[src/rtl/fmem_pkg.sv]
package fmem_pkg;

    localparam int KEY_W = 4;

    localparam logic [KEY_W-1:0] K_DOT    = 4'd10;
    localparam logic [KEY_W-1:0] K_MEM    = 4'd11;
    localparam logic [KEY_W-1:0] K_LEFT   = 4'd12;
    localparam logic [KEY_W-1:0] K_RIGHT  = 4'd13;
    localparam logic [KEY_W-1:0] K_CANCEL = 4'd14;

    typedef enum logic [1:0] {
        M_NORMAL = 2'd0,
        M_BANK   = 2'd1,
        M_SLOT   = 2'd2,
        M_ACTION = 2'd3
    } mode_e;

    typedef enum logic [2:0] {
        ST_IDLE  = 3'd0,
        ST_READ  = 3'd1,
        ST_WRITE = 3'd2,
        ST_EMPTY = 3'd3,
        ST_ABORT = 3'd4
    } stat_e;

    function automatic logic is_slot_digit(input logic [KEY_W-1:0] k, input int per_bank);
        return (k >= 4'd1) && (int'(k) <= per_bank);
    endfunction

endpackage

[src/rtl/fmem_seq.sv]
module fmem_seq
    import fmem_pkg::*;
#(
    parameter int PER_BANK = 9,
    parameter int IDX_W    = 5
) (
    input  logic             clk,
    input  logic             rst_n,
    input  logic             key_valid,
    input  logic [KEY_W-1:0] key_code,
    input  logic             slot_full,
    output mode_e            mode,
    output stat_e            status,
    output logic [IDX_W-1:0] idx,
    output logic             wr_en,
    output logic             rd_en
);

    mode_e            mode_nx;
    stat_e            status_nx;
    logic             bank_q, bank_nx;
    logic [IDX_W-1:0] idx_nx;

    always_comb begin
        mode_nx   = mode;
        status_nx = status;
        bank_nx   = bank_q;
        idx_nx    = idx;
        wr_en     = 1'b0;
        rd_en     = 1'b0;
        if (key_valid) begin
            unique case (mode)
                M_NORMAL: begin
                    if (key_code == K_MEM) begin
                        mode_nx   = M_BANK;
                        status_nx = ST_IDLE;
                    end
                end
                M_BANK: begin
                    if (key_code == K_LEFT || key_code == K_RIGHT) begin
                        mode_nx = M_SLOT;
                        bank_nx = (key_code == K_RIGHT);
                    end else begin
                        mode_nx   = M_NORMAL;
                        status_nx = ST_ABORT;
                    end
                end
                M_SLOT: begin
                    if (is_slot_digit(key_code, PER_BANK)) begin
                        mode_nx = M_ACTION;
                        idx_nx  = IDX_W'(key_code - 4'd1)
                                + (bank_q ? IDX_W'(PER_BANK) : '0);
                    end else begin
                        mode_nx   = M_NORMAL;
                        status_nx = ST_ABORT;
                    end
                end
                M_ACTION: begin
                    mode_nx = M_NORMAL;
                    if (key_code == 4'd0) begin
                        rd_en     = 1'b1;
                        status_nx = slot_full ? ST_READ : ST_EMPTY;
                    end else if (key_code == K_DOT) begin
                        wr_en     = 1'b1;
                        status_nx = ST_WRITE;
                    end else begin
                        status_nx = ST_ABORT;
                    end
                end
                default: mode_nx = M_NORMAL;
            endcase
        end
    end

    // state register
    always_ff @(posedge clk) begin
        if (!rst_n) begin
            mode   <= M_NORMAL;
            bank_q <= 1'b0;
            idx    <= '0;
        end else begin
            mode   <= mode_nx;
            bank_q <= bank_nx;
            idx    <= idx_nx;
        end
    end

    // display status register
    always_ff @(posedge clk) begin
        if (!rst_n) status <= ST_IDLE;
        else        status <= status_nx;
    end

endmodule

[src/rtl/fmem_table.sv]
module fmem_table #(
    parameter int WORD_W = 48,
    parameter int NSLOT  = 18,
    parameter int IDX_W  = 5
) (
    input  logic              clk,
    input  logic              rst_n,
    input  logic              wr_en,
    input  logic [IDX_W-1:0]  idx,
    input  logic [WORD_W-1:0] wr_word,
    input  logic              wr_src,
    output logic [WORD_W-1:0] rd_word,
    output logic              rd_src,
    output logic              rd_full
);

    logic [WORD_W-1:0] words [NSLOT];
    logic [NSLOT-1:0]  full;
    logic [NSLOT-1:0]  srcs;

    for (genvar g = 0; g < NSLOT; g++) begin : g_slot
        logic [WORD_W-1:0] w_q;
        logic              v_q;
        logic              s_q;
        always_ff @(posedge clk) begin
            if (!rst_n) begin
                v_q <= 1'b0;
                s_q <= 1'b0;
                w_q <= '0;
            end else if (wr_en && idx == IDX_W'(g)) begin
                v_q <= 1'b1;
                s_q <= wr_src;
                w_q <= wr_word;
            end
        end
        assign words[g] = w_q;
        assign full[g]  = v_q;
        assign srcs[g]  = s_q;
    end

    always_comb begin
        rd_word = '0;
        rd_src  = 1'b0;
        rd_full = 1'b0;
        for (int i = 0; i < NSLOT; i++) begin
            if (idx == IDX_W'(i)) begin
                rd_word = words[i];
                rd_src  = srcs[i];
                rd_full = full[i];
            end
        end
    end

endmodule

[src/rtl/fmem_ctrl.sv]
module fmem_ctrl
    import fmem_pkg::*;
#(
    parameter int WORD_W   = 48,
    parameter int PER_BANK = 9
) (
    input  logic              clk,
    input  logic              rst_n,
    input  logic              key_valid,
    input  logic [3:0]        key_code,
    input  logic              sel_out,
    input  logic [WORD_W-1:0] f1_word,
    input  logic [WORD_W-1:0] f2_word,
    output logic              load_stb,
    output logic [WORD_W-1:0] load_word,
    output logic              load_dst,
    output logic [1:0]        mode_code,
    output logic [2:0]        status_code
);

    localparam int NSLOT = 2 * PER_BANK;
    localparam int IDX_W = $clog2(NSLOT);

    mode_e             mode;
    stat_e             status;
    logic [IDX_W-1:0]  idx;
    logic              wr_en, rd_en, rd_full, rd_src;
    logic [WORD_W-1:0] rd_word;

    fmem_seq #(.PER_BANK(PER_BANK), .IDX_W(IDX_W)) u_seq (
        .clk(clk), .rst_n(rst_n), .key_valid(key_valid), .key_code(key_code),
        .slot_full(rd_full), .mode(mode), .status(status), .idx(idx),
        .wr_en(wr_en), .rd_en(rd_en)
    );

    fmem_table #(.WORD_W(WORD_W), .NSLOT(NSLOT), .IDX_W(IDX_W)) u_tab (
        .clk(clk), .rst_n(rst_n), .wr_en(wr_en), .idx(idx),
        .wr_word(sel_out ? f2_word : f1_word), .wr_src(sel_out),
        .rd_word(rd_word), .rd_src(rd_src), .rd_full(rd_full)
    );

    always_ff @(posedge clk) begin
        if (!rst_n) begin
            load_stb  <= 1'b0;
            load_word <= '0;
            load_dst  <= 1'b0;
        end else begin
            load_stb <= rd_en && rd_full;
            if (rd_en && rd_full) begin
                load_word <= rd_word;
                load_dst  <= rd_src;
            end
        end
    end

    assign mode_code   = mode;
    assign status_code = status;

endmodule

[config.mk]
export PLATFORM = sky130hd
export DESIGN_NAME = fmem_ctrl
export DESIGN_NICKNAME = d
export VERILOG_FILES = /design/src/rtl/fmem_pkg.sv /design/src/rtl/fmem_seq.sv /design/src/rtl/fmem_table.sv /design/src/rtl/fmem_ctrl.sv
export SDC_FILE = /design/constraint.sdc
export NUM_CORES = 2
export LEC_CHECK = 0
export ABC_AREA = 1
export BUFFER_PORTS_ARGS = -buffer_cell sky130_fd_sc_hd__buf_2
export CAP_MARGIN = 5
export CORE_MARGIN = 1
export CORE_UTILIZATION = 62
export DETAILED_ROUTE_END_ITERATION = 12
export PLACE_DENSITY = 0.8
export SYNTH_ARGS = -nofsm -noshare
export SYNTH_HDL_FRONTEND = slang
export SYNTH_SLANG_ARGS = --single-unit
[constraint.sdc]
create_clock -name clk -period 2.8 [get_ports clk]
set_clock_uncertainty 0.05 [all_clocks]
set_input_delay 0.56 -clock clk [delete_from_list [all_inputs] [get_ports clk]]
set_output_delay 0.56 -clock clk [all_outputs]
set_load 0.005 [all_outputs]
==> results.md <==
* Outcome: finished clean
* GRT Residual Overflow at 0
* Non-filler cells, final at 6776
* Mapped cell area at between 40000 and 50000 um2
* Pwr dens at slightly above 600 nW/um2
* Met3 Track Usage GR at ~4.8%
* Final setup viols at 0
* CP required at between 3 and 4 ns
* Diodes inserted at 0
* Placed cell area at between 40000 and 50000 um2
* CTS tree: built
* Via density at about 5.8
* Post-CTS setup buffer count at 0
* Largest net degree at the start of global routing at 146
* Dpl cells at approximately 6600
* WL per Instance at around 18 um
* Share of cells above drive strength 1 at about a tenth
* Core Box Area at 64600 um2
* GR peak layer: met2
* TritonCTS buffer count at 96
* Most frequent cells in the layout: nand2_1, dfxtp_1, a21oi_1
* Antenna violations before repair at 0
* Fin. max-slew vios at 0
* Worst path max stage delay at 0.43 ns
* Crit path max fanout at 20
* Crit path arrival time at ~3.2 ns
* Layout area overhead at 13.3%
* Initial Util at between 60% and 70%
* Residual DRC at 0
* # H-tree levels at 3
* Relative slew slack at about 53%
* Worst slew pin tran at slightly above 0.7 ns
* Final period util at 96.5%
* Rows at 93
* Vias in the first global route at 36600
* Max Cap Viol at 0
* Dpl hpwl at 77400 um
* Clk_lat worst skew at ~0.67 ns
* # IOs at 159
* Met1 Use GR at approximately 47%
* Warnings from Yosys at 0
* Unrepaired setup endpoints after global routing: no
* CP max-delay cell: dfxtp_1
* Die height at roughly 260 um
* Endpoint type of the worst setup path: register
* Crit path time final at 2.70 ns
* CP top delay family: simple AND/OR/NAND/NOR gates
* Worst hold path type: in2reg
* Clock-pin slew on the worst setup and hold paths at ~0.060 ns
* Setup TNS at 0 ns
* Antenna-violating nets left at 0
* First DRT Iteration DRCs at ~4900
* Register area share after synthesis at between 40% and 50%
* Via count at between 30000 and 40000
* Syn Nets at roughly 6000
* Max Buffers Root-to-Sink at 3
* WP buf/inv at 2
* Setup CP Type: reg2reg
* Fill count at ~5200
* Nets@finish at 5960
* Iteration count of the initial detailed-routing pass at 7
* Die W at 258 um
* Synth Area per Inst at between 6 and 7 um2
* CTS Sinks at slightly below 1000
* Number of synthesized flops with an enable pin at 0
* Die area at between 60000 and 70000 um2
* Synth Register Bits at 961
* Worst VDD drop at around 0.56 mV
* Main flop type after synthesis: dfxtp_1
* Ys async rst share at 0%
* Final GP Congestion at just over 0.9
* Clk root buf: clkbuf_16
* Max Freq at around 370 MHz
* Commonest non-fill, non-tap cell in the layout: nand2_1
* Number of port buffers at between 150 and 200
* Syn Inst Count at 5881
* DRT Wirelength at about 120000 um
* Startpoint types: register
* Netlist cell types at 29
* Gr usage total at a little over a third
* Final Cell Area at 45900 um2
* First-pass GRT wire length at roughly 200000 um
* Met2 Usage GRT at 59.1%
* Crit path cell chain: nor2_4, buf_4, nand2_2, buf_12, nor2_1, nor2_1, nand4_1, nand2_1, nand4_1, nor2_1, nand4_1, nor2_1, nand4_1, nand3_1, a21oi_1
* Final hold violation count at 0
* Pleak at between 0.015 and 0.02 uW
-- power breakdown --
part	internal (uW)	switching, uW
sequential	13700	1.81
clock	7720	5560
combinational	215	765
total	21600	6330
-- layout make-up --
type	instances	area, um2	area share (%)
clock buffer	136	2810	6.11
multi-input combinational	4128	18400	40.1
sequential	961	19200	41.9
tap	855	1070	2.33
timing repair buffer	318	2680	5.84
inverter	340	1280	2.80
clock inverter	38	450	0.981
-- sequential cells by signal, summed over array words and instances (netlist names), 2 cells and up --
register,flops
u_seq.mode,2
u_tab.g_slot.w_q,864
u_seq.idx,5
load_word,48
u_tab.g_slot.s_q,18
u_tab.g_slot.v_q,18
u_seq.status,3
-- kinds of logic after synthesis --
group,after synthesis,share of synthesized area [%]
adder cells (fa/ha/maj),11,0.358
AND/OR/NAND/NOR,2836,28.0
flip-flops,961,47.4
XOR/XNOR,2,0.0432
multiplexers,48,1.33
AO/OA/AOI/OAI,1231,15.2
buffers and inverters,792,7.56
-- worst reg2reg max path, cell delays in order, from the launching register on --
cell and delay [ns]:
dfxtp_1 0.43, nor2_4 0.09, buf_4 0.23, nand2_2 0.19
buf_12 0.16, nor2_1 0.05, nor2_1 0.10, nand4_1 0.14
nand2_1 0.17, nand4_1 0.10, nor2_1 0.24, nand4_1 0.22
nor2_1 0.17, nand4_1 0.12, nand3_1 0.09, a21oi_1 0.06
-- per-stage QoR --
| step | setup WS [ns] | hold WS, ns | power, uW | utilization, % |
|---|---|---|---|---|
| 6_report | 0.0986 | 0.164 | 27900 | 71.1 |
| 5_1_grt | 0.00190 | 0.159 | 28600 | 71.1 |
| 4_1_cts | 0.0890 | 0.123 | 28000 | 71.1 |
| 3_5_place_dp | 0.0603 | 0.388 | 14900 | 66.0 |
| 3_3_place_gp | 0.109 | 0.383 | 14900 | 66.0 |
| 2_1_floorplan | 0.370 | 0.375 | 14500 | - |
-- cell usage after synthesis (2+ instances only) --
master / count / area (um2)
nand2_1: 1781 / 6690
dfxtp_1: 961 / 19200
a21oi_1: 798 / 3990
nor2_1: 668 / 2510
o21ai_0: 426 / 2130
clkbuf_1: 375 / 1410
inv_1: 317 / 1190
nand3_1: 199 / 996
nand4_1: 173 / 1080
buf_2: 64 / 320
mux2_2: 48 / 541
inv_2: 17 / 63.8
buf_1: 11 / 41.3
ha_1: 10 / 125
nor2_2: 8 / 50.1
clkinv_1: 6 / 22.5
nor3_1: 4 / 20.0
o21bai_1: 3 / 22.5
xnor2_1: 2 / 17.5
-- path summary, 6_finish.rpt --
check	endpoint	startpoint	cells past startpoint	slack, ns
worst max-delay path	load_word[18]$_SDFFE_PN0P_	u_seq.idx[2]$_SDFFE_PN0P_	15	0.1
worst min-delay path	u_seq.bank_q$_SDFFE_PN0P_	key_valid	2	0.16
worst max register to register	load_word[18]$_SDFFE_PN0P_	u_seq.idx[2]$_SDFFE_PN0P_	15	0.1
worst min register to register	u_tab.g_slot[11].w_q[1]$_SDFFE_PN0P_	u_tab.g_slot[11].w_q[1]$_SDFFE_PN0P_	2	0.40
-- repair_timing --
item,CTS,global route
hold buffers,0,0
setup endpoints to repair,0,49
gates resized for setup,0,10
hold endpoints to repair,0,0
-- routing by layer --
metal | up-vias | part of all wire, %
met5 | - | 0
met4 | 0 | 5.3
met3 | 388 | 8.7
met2 | 2078 | 46
met1 | 18200 | 40
li1 | 18800 | -
No activity file was read; power rests on OpenSTA's default activity.
